`config.mk`:
```
export PLATFORM = sky130hd
export DESIGN_NAME = liw_tx_gater
export DESIGN_NICKNAME = d
export VERILOG_FILES = /design/src/rtl/liw_pkg.sv /design/src/rtl/liw_sync.sv /design/src/rtl/liw_period_timer.sv /design/src/rtl/liw_strap_latch.sv /design/src/rtl/liw_tx_gater.sv
export SDC_FILE = /design/constraint.sdc
export NUM_CORES = 1
export LEC_CHECK = 0
export BUFFER_PORTS_ARGS = -buffer_cell sky130_fd_sc_hd__clkbuf_2
export CAP_MARGIN = 15
export CORE_ASPECT_RATIO = 0.9
export CORE_UTILIZATION = 50
export DETAILED_ROUTE_END_ITERATION = 16
export HOLD_SLACK_MARGIN = 0.15
export PLACE_DENSITY = 0.7
export SLEW_MARGIN = 15
export SYNTH_ARGS = -nofsm -noshare
export SYNTH_HDL_FRONTEND = slang
export SYNTH_HIERARCHICAL = 1
export SYNTH_SLANG_ARGS = --single-unit
export TNS_END_PERCENT = 1
```
`constraint.sdc`:
```
create_clock -name clk -period 1.45 [get_ports clk]
set_input_delay 0.0725 -clock clk [delete_from_list [all_inputs] [get_ports clk]]
set_output_delay 0.0725 -clock clk [all_outputs]
set_load 0.01 [all_outputs]
```
`src/rtl/liw_pkg.sv`:
```
package liw_pkg;

   typedef enum logic [1:0] {
      STRAP_GND  = 2'b00,
      STRAP_LOW  = 2'b01,
      STRAP_HIGH = 2'b10,
      STRAP_VCC  = 2'b11
   } strap_lvl_e;

   typedef struct packed {
      logic warn_allow;
      logic addr_bit;
   } strap_dec_t;

   function automatic strap_dec_t decode_strap(input strap_lvl_e lvl);
      strap_dec_t d;
      unique case (lvl)
         STRAP_GND:  d = '{warn_allow: 1'b0, addr_bit: 1'b0};
         STRAP_LOW:  d = '{warn_allow: 1'b1, addr_bit: 1'b0};
         STRAP_HIGH: d = '{warn_allow: 1'b1, addr_bit: 1'b1};
         default:    d = '{warn_allow: 1'b0, addr_bit: 1'b1};
      endcase
      return d;
   endfunction

endpackage

```
`src/rtl/liw_sync.sv`:
```
module liw_sync #(
   parameter int WIDTH  = 2,
   parameter int STAGES = 2
) (
   input  logic             clk,
   input  logic             rst,
   input  logic [WIDTH-1:0] d_i,
   output logic [WIDTH-1:0] q_o
);

   if (STAGES < 2) begin : g_bad_stages
      $error("liw_sync: STAGES must be at least 2");
   end

   for (genvar b = 0; b < WIDTH; b++) begin : g_bit
      logic [STAGES-1:0] sr;
      always_ff @(posedge clk) begin
         if (rst) sr <= '0;
         else     sr <= {sr[STAGES-2:0], d_i[b]};
      end
      assign q_o[b] = sr[STAGES-1];
   end

endmodule

```
`src/rtl/liw_period_timer.sv`:
```
module liw_period_timer #(
   parameter int PERIOD_TICKS = 3800,
   parameter int BLANK_TICKS  = 425
) (
   input  logic clk,
   input  logic rst,
   input  logic tick_i,
   output logic blank_o
);

   localparam int PW = (PERIOD_TICKS > 2) ? $clog2(PERIOD_TICKS) : 1;
   localparam logic [PW-1:0] LAST_PHASE = PW'(PERIOD_TICKS - 1);
   localparam logic [PW-1:0] BLANK_END  = PW'(BLANK_TICKS);
   localparam bit POW2 = ((1 << PW) == PERIOD_TICKS);

   if (PERIOD_TICKS < 2) begin : g_bad_period
      $error("liw_period_timer: PERIOD_TICKS must be at least 2");
   end
   if (BLANK_TICKS < 1 || BLANK_TICKS >= PERIOD_TICKS) begin : g_bad_blank
      $error("liw_period_timer: BLANK_TICKS must lie in 1..PERIOD_TICKS-1");
   end

   logic [PW-1:0] phase;
   logic [PW-1:0] phase_nxt;

   if (POW2) begin : g_wrap_free
      assign phase_nxt = phase + 1'b1;
   end else begin : g_wrap_cmp
      assign phase_nxt = (phase == LAST_PHASE) ? '0 : phase + 1'b1;
   end

   always_ff @(posedge clk) begin
      if (rst)         phase <= '0;
      else if (tick_i) phase <= phase_nxt;
   end

   assign blank_o = (phase < BLANK_END);

   a_r10_phase_frozen_without_tick: assert property (
      @(posedge clk) disable iff (rst) !tick_i |=> $stable(phase));

   a_r5_phase_in_window: assert property (
      @(posedge clk) disable iff (rst) tick_i |=> (phase <= LAST_PHASE));

endmodule

```
`src/rtl/liw_strap_latch.sv`:
```
module liw_strap_latch
   import liw_pkg::*;
#(
   parameter int SAMPLE_DELAY_TICKS = 4
) (
   input  logic       clk,
   input  logic       rst,
   input  logic       tick_i,
   input  logic [1:0] code_i,
   output logic       sampled_o,
   output logic       warn_allow_o,
   output logic       addr_bit_o
);

   localparam int DW = $clog2(SAMPLE_DELAY_TICKS + 1);
   localparam logic [DW-1:0] LAST_CNT = DW'(SAMPLE_DELAY_TICKS - 1);

   if (SAMPLE_DELAY_TICKS < 1) begin : g_bad_delay
      $error("liw_strap_latch: SAMPLE_DELAY_TICKS must be at least 1");
   end

   logic [DW-1:0] cnt;
   logic          sampled_q;
   strap_lvl_e    code_q;
   strap_dec_t    dec;
   logic          strobe;

   assign strobe = tick_i & ~sampled_q & (cnt == LAST_CNT);

   always_ff @(posedge clk) begin
      if (rst) begin
         cnt       <= '0;
         sampled_q <= 1'b0;
         code_q    <= STRAP_GND;
      end else begin
         if (tick_i && !sampled_q) cnt <= cnt + 1'b1;
         if (strobe) begin
            sampled_q <= 1'b1;
            code_q    <= strap_lvl_e'(code_i);
         end
      end
   end

   assign dec          = decode_strap(code_q);
   assign sampled_o    = sampled_q;
   assign warn_allow_o = sampled_q & dec.warn_allow;
   assign addr_bit_o   = sampled_q & dec.addr_bit;

   a_r2_strap_frozen: assert property (
      @(posedge clk) disable iff (rst) sampled_q |=> (sampled_q && $stable(code_q)));

endmodule

```
`src/rtl/liw_tx_gater.sv`:
```
module liw_tx_gater #(
   parameter int NPORT              = 2,
   parameter int PERIOD_TICKS       = 3800,
   parameter int BLANK_TICKS        = 425,
   parameter int SAMPLE_DELAY_TICKS = 4,
   parameter int SYNC_STAGES        = 2
) (
   input  logic             clk,
   input  logic             rst,
   input  logic             tick_i,
   input  logic [NPORT-1:0] link_up_i,
   input  logic             warn_cfg_en_i,
   input  logic             single_speed_i,
   input  logic [1:0]       strap_code_i,
   output logic [NPORT-1:0] tx_en_o,
   output logic             strap_addr_bit_o
);

   if (NPORT < 2) begin : g_bad_nport
      $error("liw_tx_gater: NPORT must be at least 2");
   end

   logic [NPORT-1:0] link_s;
   logic             sampled;
   logic             warn_allow;
   logic             blank;
   logic             warn_active;
   logic             all_down;

   liw_sync #(
      .WIDTH (NPORT),
      .STAGES(SYNC_STAGES)
   ) u_sync (
      .clk(clk),
      .rst(rst),
      .d_i(link_up_i),
      .q_o(link_s)
   );

   liw_strap_latch #(
      .SAMPLE_DELAY_TICKS(SAMPLE_DELAY_TICKS)
   ) u_strap (
      .clk         (clk),
      .rst         (rst),
      .tick_i      (tick_i),
      .code_i      (strap_code_i),
      .sampled_o   (sampled),
      .warn_allow_o(warn_allow),
      .addr_bit_o  (strap_addr_bit_o)
   );

   liw_period_timer #(
      .PERIOD_TICKS(PERIOD_TICKS),
      .BLANK_TICKS (BLANK_TICKS)
   ) u_timer (
      .clk    (clk),
      .rst    (rst),
      .tick_i (tick_i),
      .blank_o(blank)
   );

   assign warn_active = warn_allow & warn_cfg_en_i & single_speed_i;
   assign all_down    = ~|link_s;

   for (genvar p = 0; p < NPORT; p++) begin : g_port
      logic gate_off;
      assign gate_off = warn_active & ~link_s[p] & blank;

      always_ff @(posedge clk) begin
         if (rst) tx_en_o[p] <= 1'b0;
         else     tx_en_o[p] <= sampled & ~all_down & ~gate_off;
      end

      a_r8_live_port_transmits: assert property (
         @(posedge clk) disable iff (rst) (sampled && link_s[p]) |=> tx_en_o[p]);
   end

   a_r1_reset_quiet: assert property (
      @(posedge clk) rst |=> (tx_en_o == '0 && !strap_addr_bit_o));

   a_r7_all_down_silent: assert property (
      @(posedge clk) disable iff (rst) (link_s == '0) |=> (tx_en_o == '0));

   a_r4_inactive_no_gating: assert property (
      @(posedge clk) disable iff (rst)
      (sampled && !warn_active && link_s != '0) |=> (tx_en_o == '1));

   a_r2_silent_before_strobe: assert property (
      @(posedge clk) disable iff (rst) !sampled |=> (tx_en_o == '0));

endmodule

```
==> results of run 1 <==
==> cell usage after synthesis <==
master,n
dfxtp_1,24
and3_2,1
mux2i_1,2
nor2b_2,1
a21o_1,1
ha_1,6
o21ai_1,2
buf_4,2
and4_1,1
o21ai_0,1
nor3_1,3
nand3b_1,3
nor4bb_1,1
a21oi_1,5
nor2_2,2
inv_1,4
xor2_1,4
nand2b_1,1
nand4_1,3
o21a_1,2
nor2b_1,5
a211oi_2,1
nor3b_1,1
or3_1,1
a41o_2,1
xnor2_1,7
buf_6,1
nand3_1,4
buf_2,1
nor2_1,15
nor4_2,1
nand2_1,8
==> flip-flops by register name, indices dropped and copies added, names as in the netlist <==
register           flops
u_strap/cnt            3
u_strap/sampled_o      1
u_timer/phase         12
tx_en_o                2
u_strap/code_q         2
u_sync/g_bit.sr        4
==> per-stage QoR <==
stage | util [%] | std cells
final | 67.81 | 164
after global routing | 67.81 | 164
after CTS | 66.73 | 164
after detailed placement | 58.29 | 149
after global placement | 58.29 | 149
after floorplan | - | 115
==> power breakdown <==
part / switching (mW) / total, mW / internal [mW] / leakage [nW]
clock network: 0.190 / 0.469 / 0.279 / 0.0279
registers: 0.0155 / 0.696 / 0.680 / 0.196
logic: 0.0522 / 0.118 / 0.0655 / 0.296
total: 0.257 / 1.28 / 1.03 / 0.520
==> what timing repair did <==
item	in CTS	in global routing
hold endpoints to repair	13	0
gates resized for setup	3	7
hold buffers	10	0
setup buffers	1	0
pin swaps	1	6
setup endpoints to repair	2	4
==> routing by layer <==
layer  vias to the layer above  share of wire, %  GRT usage, %
met3                         2               3.0         5.941
li1                        434                 -             -
met5                         -                 0             0
met2                        15                49         33.16
met4                         0              0.71         5.000
met1                       401                48         21.37
==> logic make-up (layout without fill, tap and decap cells) <==
| kind of cell | count (synthesis) | count (layout) |
|---|---|---|
| flops | 24 | 24 |
| fa+ha+maj | 6 | 6 |
| mux | 2 | 2 |
| xor+xnor | 11 | 11 |
| simple gates | 51 | 51 |
| compound gates | 13 | 13 |
| buf+inv | 8 | 32 |
==> worst reg2reg max path: stages, from the launching register on <==
cell      delay [ps]
dfxtp_2          370
inv_2             70
ha_4             120
nand2b_1          50
a21o_1           170
a21oi_2          130
o21a_1           140
and4_1           190
o21ai_1           60
==> worst paths after layout <==
| kind | cells after the start | slack [ps] | endpoint |
|---|---|---|---|
| setup / recovery | 8 | 50 | tx_en_o[1]$_SDFF_PP0_ |
| hold reg to reg | 1 | 450 | u_sync/g_bit[1].sr[1]$_SDFF_PP0_ |
| hold / removal | 1 | 450 | u_sync/g_bit[1].sr[1]$_SDFF_PP0_ |
| setup reg to reg | 8 | 50 | tx_en_o[1]$_SDFF_PP0_ |
==> cells in the final DEF (no fill, tap or decap), types with 2 or more instances in the layout <==
cell           Yosys  layout
dfxtp_1           24      22
o21ai_1            2       2
nor2_2             2       2
nor2_1            15      15
mux2i_1            2       2
clkbuf_2           0      11
inv_1              4       2
ha_1               6       5
dlygate4sd3_1      0      10
buf_4              2       3
nand2_1            8       8
nor3_1             3       3
a21oi_1            5       4
o21a_1             2       2
nand3b_1           3       3
xnor2_1            7       7
nand3_1            4       4
nand4_1            3       3
xor2_1             4       4
nor2b_1            5       5
clkbuf_4           0       3
==> layout make-up <==
type / count / area share (%)
clock buffer: 3 / 1.685
inverter: 4 / 1.311
clock inverter: 1 / 2.247
timing repair buffer: 24 / 13.30
sequential: 24 / 36.33
tap: 25 / 2.341
multi-input combinational: 83 / 42.79
==> results by group, run 1 <==
Status
  – Status: completed

Die
  – Starting Density: 54.73%
  – Core box area: 1971 sq um
  – Num rows: 15
  – Top Ports: 12
  – Die Wd: 50.96 um
  – Die H: 46.06 um
  – Die area: around 2300 sq um

STA
  – Setup TNS: 0 ps
  – Final critical-path share of the clock period: a little over nine tenths
  – Unrepaired setup endpoints after global routing: true
  – Fmax achieved: 0.7152 GHz
  – Final hold vios: 0
  – Max-slew headroom: 77.20%
  – Setup slack after layout: approximately 52 ps
  – Hold WS: 452.1 ps
  – Final setup skew: 10.20 ps
  – Worst-margin pin slew: 340.4 ps
  – Setup Viol. Count Final: 0
  – Post-layout min period: 1398 ps
  – Max-slew violations: 0

Global route
  – GRT Overall Usage: 18.49%
  – Largest net degree at the start of global routing: 15
  – Vias in the first global route: slightly below 800
  – First-pass GRT wire length: 3.118 mm
  – Initial antenna violation count: 0
  – GRT overflow: 0

Power and ir drop
  – Peak supply drop: approximately 0.92 mV
  – Overall Power: 1.283 mW
  – Pleak: 0.5201 nW
  – Pwr/cell area: 959.9 nW/um^2

Critical path
  – Startpoint types: register
  – Setup crit start: u_timer/phase[1]$_SDFFE_PP0P_
  – Crit. End Element: register
  – Worst Setup Path Type: register to register
  – Delay-heaviest family, CP: compound AO/OA/AOI/OAI gates
  – CP Buf/Inv Count: 1
  – Worst EP arrival: 1600 ps
  – Required @ worst endpoint: 1650 ps
  – Crit-path slowest cell: dfxtp_2
  – Worst r2r src: u_timer/phase[1]$_SDFFE_PP0P_
  – Maximum fanout along the worst path: 4
  – Crit-path cells: inv_2 -> ha_4 -> nand2b_1 -> a21o_1 -> a21oi_2 -> o21a_1 -> and4_1 -> o21ai_1
  – Crit path largest cell delay: 370 ps

Logic synthesis
  – Mean Syn Cell Area: around 9.4 sq um
  – Synth top area cells: dfxtp_1, ha_1, xnor2_1
  – Simple-gate share of the synthesized area: 25.41%
  – Sequential fraction of the synthesis area: 44.55%
  – Post-synthesis compound-gate area fraction: 8.005%
  – Post-Syn Area: 1079 sq um
  – Yosys reg bits: 24
  – Post-synth top area share: 44.55%
  – Synth cell types: 32
  – Net Count, Synth: 130
  – Synth Area in Adders: 6.961%
  – Largest family of logic cells by synthesized area: simple AND/OR/NAND/NOR gates
  – Synth area leader: dfxtp_1
  – Post-synthesis cell count: 115
  – Mux cell area share after synthesis: 1.856%
  – Ys Warns: 6
  – XOR/XNOR share of the synthesized area: 8.933%

Clock network
  – # H-tree levels: 1
  – CTS Sinks: 24
  – Worst-path clk slew: 130 ps
  – Latest clock arrival within the worst-skew pair: 310 ps
  – CTS tree: built
  – CTS buffer count: 3
  – Clk buf depth: 2
  – Clk root buf: clkbuf_4

Route
  – DR WL/cell: about 12 um
  – DR vias: between 800 and 900
  – Vias per cell: 5.195
  – First-iteration detailed-routing DRC count: 18
  – Drt first pass iters: 4
  – Drt drc: 0
  – Final ANT Viol Nets: 0
  – Final wirelength: 1.969 mm

Layout
  – Layout Nets: 155
  – Cell area after layout: 1336 sq um
  – Area of the multi-input gates: 571.8 sq um
  – Register area: 485.5 sq um
  – # diodes: 0
  – Layout cell share with drive strength beyond 1: 22.30%
  – Area grow syn2layout: 23.90%
  – Fillers: about 170

Hold path
  – HP Start: u_sync/g_bit[1].sr[0]$_SDFF_PP0_
  – Hold Crit Class: register to register

Place
  – GP Congestion: 0.7859
  – Post-DP HPWL: 1.280 mm
  – Pre-CTS setup slack: 0.5489 ps
  – Placed inst area: 1149 sq um
  – Input/output buffers: 11

Run
  – Max Cap Viol: 0
Note: power is estimated with default switching activity, not from simulation.
==> run 2: changes to the inputs <==
- clock period: 1.45 -> 1.5 ns (I/O delays scaled with it)
==> run 2 against run 1 <==
Total power fell by 2.7%. Via count fell by 1.4%. Clock skew is 1.5 ps lower. Critical path type unchanged. Hold slack better by 5.8 ps. Worst setup slack gained 39 ps. Wire length fell by 1.5%.
==> results by group, run 2 (synthesis gave the netlist of run 1 again) <==
Critical path
  – Worst EP arrival: 1660 ps
  – Maximum fanout along the worst path: 4
  – Worst Setup Path Type: register to register
  – R2R depth: 5
  – R2R Path End: u_timer/phase[8]$_SDFFE_PP0P_
  – Crit-path cells: ha_2 -> and3_2 -> nand2_1 -> or3_1 -> a21oi_1
  – Worst r2r src: u_timer/phase[0]$_SDFFE_PP0P_
  – Crit. End Element: register
  – Setup crit start: u_timer/phase[0]$_SDFFE_PP0P_
  – Crit path largest cell delay: 390 ps
  – CP Buf/Inv Count: 0
  – Startpoint types: register
  – Setup slack, reg-to-reg: 90 ps
  – Delay-heaviest family, CP: simple AND/OR/NAND/NOR gates
  – Required @ worst endpoint: 1750 ps
  – Crit-path slowest cell: dfxtp_2

Power and ir drop
  – Overall Power: between 1 and 1.5 mW
  – Clk network pwr share: 36.8%
  – Pwr/cell area: 938.4 nW/um^2
  – Net Sw Frac: 20.36%
  – Reg power frac: between 50 and 60%
  – Gate power share: 9.3%
  – Pleak: approximately 0.52 nW
  – Internal: 994.0 uW
  – NetSw: around 250 uW
  – Peak supply drop: 0.8322 mV

Clock network
  – CTS Sinks: 24
  – Latest clock arrival within the worst-skew pair: 320 ps
  – Worst-path clk slew: 130 ps
  – # H-tree levels: 1
  – Clk buf depth: 2
  – CTS buffer count: 3
  – CTS tree: built
  – Clk root buf: clkbuf_4

Route
  – First-iteration detailed-routing DRC count: 9
  – Drt first pass iters: 6
  – DR WL/cell: 11.82 um
  – Drt drc: 0
  – Final wirelength: between 1.5 and 2 mm
  – Vias per cell: ~5.1
  – Final ANT Viol Nets: 0
  – DR vias: 840

Place
  – Placed inst area: 1141 sq um
  – GP Congestion: 0.7883
  – Placed Cells incl. Taps: 148
  – Post-DP HPWL: roughly 1.3 mm
  – Input/output buffers: 11

Run
  – Max Cap Viol: 0

Layout
  – Fillers: approximately 170
  – Final Non-Filler Cells: 164
  – Highest-count cells in the layout ignoring fill and taps: dfxtp_1, nor2_1, clkbuf_2, dlygate4sd3_1, nand2_1
  – Register area: 483.0 sq um
  – Area of the multi-input gates: 570.5 sq um
  – Cell area after layout: 1330 sq um
  – # diodes: 0
  – Most flop-heavy register: u_timer/phase
  – Finished Core Util: 67.49%
  – Area grow syn2layout: 23.32%
  – Layout cell share with drive strength beyond 1: 23.02%
  – Biggest regs: u_timer/phase: 12 flops, u_sync/g_bit.sr: 4 flops, u_strap/cnt: 3 flops
  – Most common cell after layout, fill and taps aside: dfxtp_1
  – Max FFs per register: 12
  – Layout Nets: 155

Die
  – Top Ports: 12
  – Num rows: 15
  – Die Wd: 50.96 um
  – Die H: 46.06 um
  – Die area: 2347 sq um
  – Starting Density: 54.73%
  – Core box area: 1971 sq um

STA
  – Final hold vios: 0
  – Hold WS: 457.9 ps
  – Post-layout min period: roughly 1400 ps
  – Setup Viol. Count Final: 0
  – Worst-margin pin slew: 330.2 ps
  – Max-slew violations: 0
  – Final setup skew: 8.695 ps
  – Fmax achieved: 0.7095 GHz
  – Max-slew headroom: about 78%
  – Final critical-path share of the clock period: ~94%

Global route
  – GRT overflow: 0
  – Vias in the first global route: 703
  – Largest net degree at the start of global routing: 15
  – Initial antenna violation count: 0
  – GRT Overall Usage: between 15 and 20%
  – First-pass GRT wire length: 2.980 mm

Hold path
  – WHS Endpoint: u_sync/g_bit[1].sr[1]$_SDFF_PP0_
  – HP Start: u_sync/g_bit[1].sr[0]$_SDFF_PP0_
  – Hold Crit Class: register to register
  – Hold path cells: 1

Status
  – Status: completed
==> run 2: changes by cell type in the layout (fill, tap and decap cells not counted) <==
cell,before,now
dfxtp_4,1,0
inv_4,1,0
inv_2,1,2
and3_2,0,1
and3_4,1,0
dfxtp_2,1,2
ha_2,0,1
ha_1,5,4
==> run 2: worst max-delay path by stage <==
stage	end	slack, ps	cells past startpoint
floorplan	u_timer/phase[8]$_SDFFE_PP0P_	170	5
global placement	tx_en_o[0]$_SDFF_PP0_	60	8
detailed placement	tx_en_o[1]$_SDFF_PP0_	60	8
CTS	tx_en_o[1]$_SDFF_PP0_	3	8
global route	u_timer/phase[11]$_SDFFE_PP0P_	-10	5
finish	u_timer/phase[8]$_SDFFE_PP0P_	90	5
==> run 2: cell type report <==
type	count	area share (%)
Sequential cell	24	36.31
Clock inverter	1	2.258
Clock buffer	3	1.693
Inverter	4	1.129
Timing Repair Buffer	24	13.36
Tap cell	25	2.352
Multi-Input combinational cell	83	42.90
==> run 2: timing repair <==
item	CTS	global route
gates resized for setup	0	8
hold endpoints to repair	14	0
buffers inserted	0	2
endpoints found under the setup margin	0	3
hold buffers	10	0
==> run 2: per-layer routing <==
metal / wire length [um] / global-route usage [%] / vias up
li1: - / - / 436
met1: 954 / 22.63 / 378
met2: 871 / 28.16 / 23
met3: 102 / 5.941 / 3
met4: 11 / 3.333 / 0
met5: 0 / 0 / -
==> run 2: power by group through the flow <==
stage          clock network [mW]  registers, mW  logic, mW
2_1_floorplan                   0          0.682     0.0578
3_3_place_gp                    0          0.683     0.0761
3_5_place_dp                    0          0.685     0.0798
4_1_cts                     0.475          0.671      0.100
5_1_grt                     0.505          0.674      0.129
6_report                    0.460          0.672      0.116
==> run 2: stage by stage <==
| step | setup TNS (ps) | worst slack, ps |
|---|---|---|
| 3_3_place_gp | 0 | 55.51 |
| 3_5_place_dp | 0 | 60.63 |
| 2_1_floorplan | 0 | 171.0 |
| 4_1_cts | 0 | 2.996 |
| 5_1_grt | -15.66 | -12.27 |
| 6_report | 0 | 90.49 |
